File: src/rtl/dma_arm_pkg.sv
// Package: register addresses and bit positions shared by the DMA arm controller.
// Assumes a byte-wide write port and at most seven channels (bit 7 is the abort mode bit).
package dma_arm_pkg;
    localparam int ADDR_W    = 4;
    localparam int DATA_W    = 8;
    localparam int ABORT_BIT = 7;

    localparam logic [ADDR_W-1:0] A_ARM   = 4'd0;
    localparam logic [ADDR_W-1:0] A_REQ   = 4'd1;
    localparam logic [ADDR_W-1:0] A_FLAG  = 4'd2;
    localparam logic [ADDR_W-1:0] A_MASK  = 4'd3;
    localparam logic [ADDR_W-1:0] A_RPT   = 4'd4;
    localparam logic [ADDR_W-1:0] A_TRIG0 = 4'd5;
endpackage

File: src/rtl/dma_trig_sel.sv
// Module: per-channel hardware trigger multiplexer.
// Selector 0 means no hardware trigger. Selector 1 chains the channel to the completion
// of the channel before it (channel 0 wraps to the last channel). Selector k >= 2 picks
// pulse bit k-2. Assumes the chain inputs already have aborted completions removed.
module dma_trig_sel #(
    parameter int NUM_CH     = 5,
    parameter int TRIG_W     = 5,
    parameter int NUM_PERIPH = 30
) (
    input  logic [NUM_CH*TRIG_W-1:0] sel_i,
    input  logic [NUM_PERIPH-1:0]    periph_i,
    input  logic [NUM_CH-1:0]        chain_i,
    output logic [NUM_CH-1:0]        hw_evt_o
);
    for (genvar c = 0; c < NUM_CH; c++) begin : g_ch
        localparam int PREV = (c + NUM_CH - 1) % NUM_CH;
        logic [TRIG_W-1:0] sel;
        assign sel = sel_i[c*TRIG_W +: TRIG_W];

        // Purpose: decode this channel's selector into a single event pulse.
        always_comb begin
            hw_evt_o[c] = 1'b0;
            if (sel == TRIG_W'(1)) begin
                hw_evt_o[c] = chain_i[PREV];
            end else if (int'(sel) >= 2 && int'(sel) - 2 < NUM_PERIPH) begin
                hw_evt_o[c] = periph_i[int'(sel) - 2];
            end
        end
    end
endmodule

File: src/rtl/dma_arm_reg.sv
// Module: armed-bit register file and start-strobe generator.
// A plain write replaces the armed bits. An abort clears the selected bits. A completion
// clears the bit unless the repeat bit is set. A start strobe is registered one cycle
// after the event and is given only to channels that are armed and not being aborted.
module dma_arm_reg #(
    parameter int NUM_CH = 5
) (
    input  logic              clk,
    input  logic              rst_n,
    input  logic              arm_wr_i,
    input  logic [NUM_CH-1:0] arm_data_i,
    input  logic [NUM_CH-1:0] abort_sel_i,
    input  logic [NUM_CH-1:0] done_i,
    input  logic [NUM_CH-1:0] repeat_i,
    input  logic [NUM_CH-1:0] start_evt_i,
    output logic [NUM_CH-1:0] armed_o,
    output logic [NUM_CH-1:0] start_o
);
    logic [NUM_CH-1:0] armed_q, armed_d, start_q;

    // Purpose: next armed state from the write, abort and auto-disarm rules.
    always_comb begin
        if (arm_wr_i) begin
            armed_d = arm_data_i;
        end else begin
            armed_d = armed_q & ~(done_i & ~repeat_i) & ~abort_sel_i;
        end
    end

    // Purpose: hold the armed bits and register the start strobes.
    always_ff @(posedge clk) begin
        if (!rst_n) begin
            armed_q <= '0;
            start_q <= '0;
        end else begin
            armed_q <= armed_d;
            start_q <= armed_q & ~abort_sel_i & start_evt_i;
        end
    end

    assign armed_o = armed_q;
    assign start_o = start_q;
endmodule

File: src/rtl/dma_flag_irq.sv
// Module: sticky completion flags and the masked interrupt.
// Flags latch each completion regardless of the mask. Software clears a flag by writing 0
// to it. A completion in the same cycle as the clear wins. Assumes completions of aborted
// channels have already been removed by the caller.
module dma_flag_irq #(
    parameter int NUM_CH = 5
) (
    input  logic              clk,
    input  logic              rst_n,
    input  logic              flag_wr_i,
    input  logic [NUM_CH-1:0] flag_data_i,
    input  logic [NUM_CH-1:0] done_i,
    input  logic [NUM_CH-1:0] mask_i,
    output logic [NUM_CH-1:0] flag_o,
    output logic              irq_o
);
    logic [NUM_CH-1:0] flag_q;

    // Purpose: apply the write-zero-to-clear, then OR in this cycle's completions.
    always_ff @(posedge clk) begin
        if (!rst_n) begin
            flag_q <= '0;
        end else if (flag_wr_i) begin
            flag_q <= (flag_q & flag_data_i) | done_i;
        end else begin
            flag_q <= flag_q | done_i;
        end
    end

    assign flag_o = flag_q;
    assign irq_o  = |(flag_q & mask_i);
endmodule

File: src/rtl/dma_arm_ctrl.sv
// Module: top of the DMA arm and interrupt controller.
// Decodes the write port, holds the mask, repeat and trigger-selector registers, and ties
// together the trigger mux, the armed-bit logic and the flag/interrupt logic.
// Assumes NUM_CH <= 7 and that the trigger-selector addresses fit in ADDR_W bits.
module dma_arm_ctrl
    import dma_arm_pkg::*;
#(
    parameter int NUM_CH     = 5,
    parameter int TRIG_W     = 5,
    parameter int NUM_PERIPH = 30
) (
    input  logic                  clk,
    input  logic                  rst_n,
    input  logic                  wr_en_i,
    input  logic [ADDR_W-1:0]     wr_addr_i,
    input  logic [DATA_W-1:0]     wr_data_i,
    input  logic [NUM_PERIPH-1:0] trig_i,
    input  logic [NUM_CH-1:0]     done_i,
    output logic [NUM_CH-1:0]     start_o,
    output logic [NUM_CH-1:0]     armed_o,
    output logic [NUM_CH-1:0]     flag_o,
    output logic                  irq_o
);
    localparam int SEL_BITS = NUM_CH * TRIG_W;

    logic [NUM_CH-1:0]   ch_bits, abort_sel, arm_data, sw_req, done_eff, hw_evt;
    logic [NUM_CH-1:0]   mask_q, repeat_q;
    logic [SEL_BITS-1:0] sel_q;
    logic                arm_hit, arm_wr, abort_wr, flag_wr;
    logic                unused_bits;

    assign ch_bits     = wr_data_i[NUM_CH-1:0];
    assign unused_bits = ^wr_data_i[DATA_W-2:TRIG_W];

    // Purpose: decode the write port into arm, abort, request and flag-write actions.
    always_comb begin
        arm_hit   = wr_en_i && (wr_addr_i == A_ARM);
        abort_wr  = arm_hit && wr_data_i[ABORT_BIT];
        arm_wr    = arm_hit && !wr_data_i[ABORT_BIT];
        flag_wr   = wr_en_i && (wr_addr_i == A_FLAG);
        abort_sel = abort_wr ? ch_bits : '0;
        arm_data  = ch_bits;
        sw_req    = (wr_en_i && (wr_addr_i == A_REQ)) ? ch_bits : '0;
        done_eff  = done_i & ~abort_sel;
    end

    // Purpose: hold the interrupt mask and the repeat bits.
    always_ff @(posedge clk) begin
        if (!rst_n) begin
            mask_q   <= '0;
            repeat_q <= '0;
        end else if (wr_en_i && wr_addr_i == A_MASK) begin
            mask_q   <= ch_bits;
        end else if (wr_en_i && wr_addr_i == A_RPT) begin
            repeat_q <= ch_bits;
        end
    end

    for (genvar c = 0; c < NUM_CH; c++) begin : g_sel
        // Purpose: hold the trigger selector of channel c.
        always_ff @(posedge clk) begin
            if (!rst_n) begin
                sel_q[c*TRIG_W +: TRIG_W] <= '0;
            end else if (wr_en_i && wr_addr_i == A_TRIG0 + ADDR_W'(c)) begin
                sel_q[c*TRIG_W +: TRIG_W] <= wr_data_i[TRIG_W-1:0];
            end
        end
    end

    dma_trig_sel #(
        .NUM_CH     (NUM_CH),
        .TRIG_W     (TRIG_W),
        .NUM_PERIPH (NUM_PERIPH)
    ) u_trig (
        .sel_i    (sel_q),
        .periph_i (trig_i),
        .chain_i  (done_eff),
        .hw_evt_o (hw_evt)
    );

    dma_arm_reg #(
        .NUM_CH (NUM_CH)
    ) u_arm (
        .clk         (clk),
        .rst_n       (rst_n),
        .arm_wr_i    (arm_wr),
        .arm_data_i  (arm_data),
        .abort_sel_i (abort_sel),
        .done_i      (done_eff),
        .repeat_i    (repeat_q),
        .start_evt_i (sw_req | hw_evt),
        .armed_o     (armed_o),
        .start_o     (start_o)
    );

    dma_flag_irq #(
        .NUM_CH (NUM_CH)
    ) u_flag (
        .clk         (clk),
        .rst_n       (rst_n),
        .flag_wr_i   (flag_wr),
        .flag_data_i (ch_bits),
        .done_i      (done_eff),
        .mask_i      (mask_q),
        .flag_o      (flag_o),
        .irq_o       (irq_o)
    );
endmodule

File: config.mk
export PLATFORM = sky130hd
export DESIGN_NAME = dma_arm_ctrl
export DESIGN_NICKNAME = d
export VERILOG_FILES = /design/src/rtl/dma_arm_pkg.sv /design/src/rtl/dma_trig_sel.sv /design/src/rtl/dma_arm_reg.sv /design/src/rtl/dma_flag_irq.sv /design/src/rtl/dma_arm_ctrl.sv
export SDC_FILE = /design/constraint.sdc
export NUM_CORES = 1
export LEC_CHECK = 0
export ABC_AREA = 1
export BUFFER_PORTS_ARGS = -buffer_cell sky130_fd_sc_hd__buf_2
export CORE_UTILIZATION = 40
export DETAILED_ROUTE_END_ITERATION = 16
export GPL_TIMING_DRIVEN = 0
export PLACE_DENSITY_LB_ADDON = 0.3
export SETUP_SLACK_MARGIN = 0.4
export SYNTH_ARGS = -nofsm -noshare
export SYNTH_HDL_FRONTEND = slang
export SYNTH_HIERARCHICAL = 1
export SYNTH_SLANG_ARGS = --single-unit
File: constraint.sdc
create_clock -name clk -period 2.4 [get_ports clk]
set_clock_uncertainty 0.15 [all_clocks]
set_input_delay 0.24 -clock clk [delete_from_list [all_inputs] [get_ports clk]]
set_output_delay 0.24 -clock clk [all_outputs]
set_load 0.03 [all_outputs]
==> impl_metrics.ini <==
[global_routing]
grt_pass1_wl_mm = 21.0
track_usage_pct = 22.9
grt_max_degree = 17
grt_pass1_vias = 4370
grt_overflow = 0
antenna_found_initial = 0

[clock_tree]
clock-sinks = 50
ctsHtreeMaxLevel = 2
cts_buffer_depth = 2
root_buffer = clkbuf_8
cts_tree = done
numCtsBuffers = 5
clk_pin_slew_ns = 0.10
insertion_delay_ns = 0.30

[layout]
fin_nets = 931
fin_cells = 1008
antenna-diode-count = 0
final_core_util_pct = 49.8
area.growth.synth_to_final_pct = 19.6
layout-drive-gt1-share_pct = 17.9

[logic_synthesis]
synth_cell_type_count = 28
syn_nets = 854
syn-cell-area_um2 = 4340
synth.largest_area_cell = nand2_1
postSynthAreaPerCell_um2 = 5.46
synth_top_area_share_pct = 27.7
yosysSeqAreaShare_pct = 23.1
yosys_warnings = 6
async_flop_share_pct = 0
synth_edf_count = 0
synthTopCellsByArea = nand2_1, dfxtp_1, nand3_1
synth_ff_type = dfxtp_1
synth_seq_cells = 50
postSynthCellCount = 794

[placed_design]
dpl.cell_count = 993
portBuffers = 63
dpl.hpwl_mm = 9.85
gp_congestion = 0.876

[drt]
via_per_inst = 4.86
vias = 4896
drtIter0Drc = 297
drtAntennaViolNets = 0
wl_per_cell_um = 12.6
drtPass1Iterations = 5
drc = 0
routed_wl_mm = 12.7

[worst_setup_path]
worst_setup_path_start_kind = register
crit_fanout = 3
endpoint_kind = register
worstPathRequired_ns = 2.45
rrSetupSlack_ns = 0.48
criticalPathCategory = reg2reg
critPathArrivalTime_ns = 1.96

[pwr]
ir_drop_mv = 0.325
p_per_area_nw_per_um2 = 384
leakage_nw = 2.70
power.total_mw = 1.99
pwr-share-seq_pct = 43.4
power_frac_comb_pct = 25.1
p_clk_share_pct = 31.5
p_int_mw = 1.38
switchingPower_mw = 0.614
switching_share_pct = 30.8

[run_status]
outcome = complete, no violations

[timing]
slew-limit-headroom_pct = 62.9
drv_slew = 0
rsz0062_at_grt = yes
max_freq_mhz = 522
setup_tns_ns = 0
hold_viol_final = 0
worst_slew_pin_slew_ns = 0.556
finalSetupViolations = 0
post-route-min-period_ns = 1.92
finalCritPeriodShare_pct = 79.8

[floorplan]
start_util_pct = 41.6
core-area_um2 = 10400
pin_count = 66
dieArea_um2 = 11300
die_h_um = 106
rows = 37
die-width_um = 106

[flow_run]
max-cap-violations = 0

[min_path]
hold_class = in2reg
[cell usage after synthesis, types with 2 or more instances]
cell type	number
nand2_1	320
nand3_1	107
nor2_1	106
inv_1	88
dfxtp_1	50
a21oi_1	22
nor2_2	11
buf_6	10
ha_1	10
o21ai_1	10
o21ai_0	9
inv_2	8
buf_4	7
o21bai_1	5
buf_2	4
xnor2_1	4
xor2_1	4
buf_1	3
inv_6	3
nand4_1	3
inv_4	2
nand3_2	2
[worst max-delay path, cell delays in order (launching register included)]
cell and delay [ns]:
dfxtp_2 0.33, inv_1 0.05, buf_6 0.12, ha_4 0.15, nand2_1 0.13, nand2_1 0.11
nor2_2 0.11, nand2_1 0.06, nand3_1 0.09, nand2_1 0.05, nand3_1 0.11, nand2_2 0.08
o21bai_1 0.15, nand2_1 0.08, nor2_1 0.04
[metrics by stage]
stage / hold slack (ns) / setup slack, ns / cell area [um2]
after global placement: 0.319 / 0.102 / 4820
after detailed placement: 0.319 / 0.0959 / 4820
after floorplan: 0.225 / 0.508 / 4340
final: 0.0568 / 0.484 / 5190
after global routing: 0.0550 / 0.348 / 5190
after CTS: 0.0528 / 0.387 / 5030
[power by group through the flow]
stage	sequential, mW	clock (mW)	combinational, mW
floorplan	0.894	0	0.299
global placement	0.883	0	0.462
global route	0.868	0.679	0.559
finish	0.865	0.628	0.499
CTS	0.864	0.640	0.474
detailed placement	0.883	0	0.462
[layer usage]
layer  vias to the layer above  wire [um]  part of all wire [%]  global-route usage [%]
met1                      2111       6070                    48                    31.4
li1                       2609          -                     -                       -
met4                         0        183                   1.4                    7.44
met3                        18        630                   4.9                    1.47
met5                         -          0                     0                       0
met2                       158       5860                    46                    38.1
[flip-flops by register name, summed over array words and instances (netlist names)]
| signal | flops |
|---|---|
| mask_q | 5 |
| repeat_q | 5 |
| sel_q | 25 |
| u_arm/armed_o | 5 |
| u_arm/start_o | 5 |
| u_flag/flag_o | 5 |
[layout make-up]
class	count	area (um2)
clock inverters	2	38.8
multi-input cells	618	2870
repair buffers	70	368
fillers	1160	5230
clock buffers	6	82.6
flip-flops and latches	50	1010
inverters	101	414
well taps	136	170
plain buffers	25	239
[cell usage in the layout, fill, tap and decap left out, drive strengths merged]
cell / instances
nand2: 321
nor2: 117
nand3: 110
inv: 102
buf: 95
dfxtp: 50
a21oi: 22
o21ai: 19
ha: 10
clkbuf: 6
o21bai: 5
xor2: 4
xnor2: 4
nand4: 3
nor3: 2
bufinv: 1
or2: 1
[repair_timing]
action,4_1_cts,5_1_grt
setup buffers,1,6
hold buffers,0,0
gates resized for setup,17,31
pin swaps,0,6
endpoints found under the setup margin,5,5
[path summary, 6_finish.rpt]
path,from,cells past startpoint,endpoint
max reg2reg,sel_q[16],14,u_arm/start_o[3]
max,sel_q[16],14,u_arm/start_o[3]
min,wr_data_i[1],3,mask_q[1]
min reg2reg,u_flag/flag_o[1],2,u_flag/flag_o[1]
[cell families (layout without fill, tap and decap cells)]
| group | after synthesis | in the layout | synth area share [%] |
|---|---|---|---|
| DFF | 50 | 50 | 23.1 |
| adders and majority gates | 10 | 10 | 2.89 |
| xor gates and xnor gates | 8 | 8 | 1.62 |
| and+or+nand+nor | 554 | 554 | 52.7 |
| buffers and inverters | 126 | 204 | 14.1 |
| AOI/OAI and AO/OA | 46 | 46 | 5.60 |
Note: power is estimated with default switching activity, not from simulation.
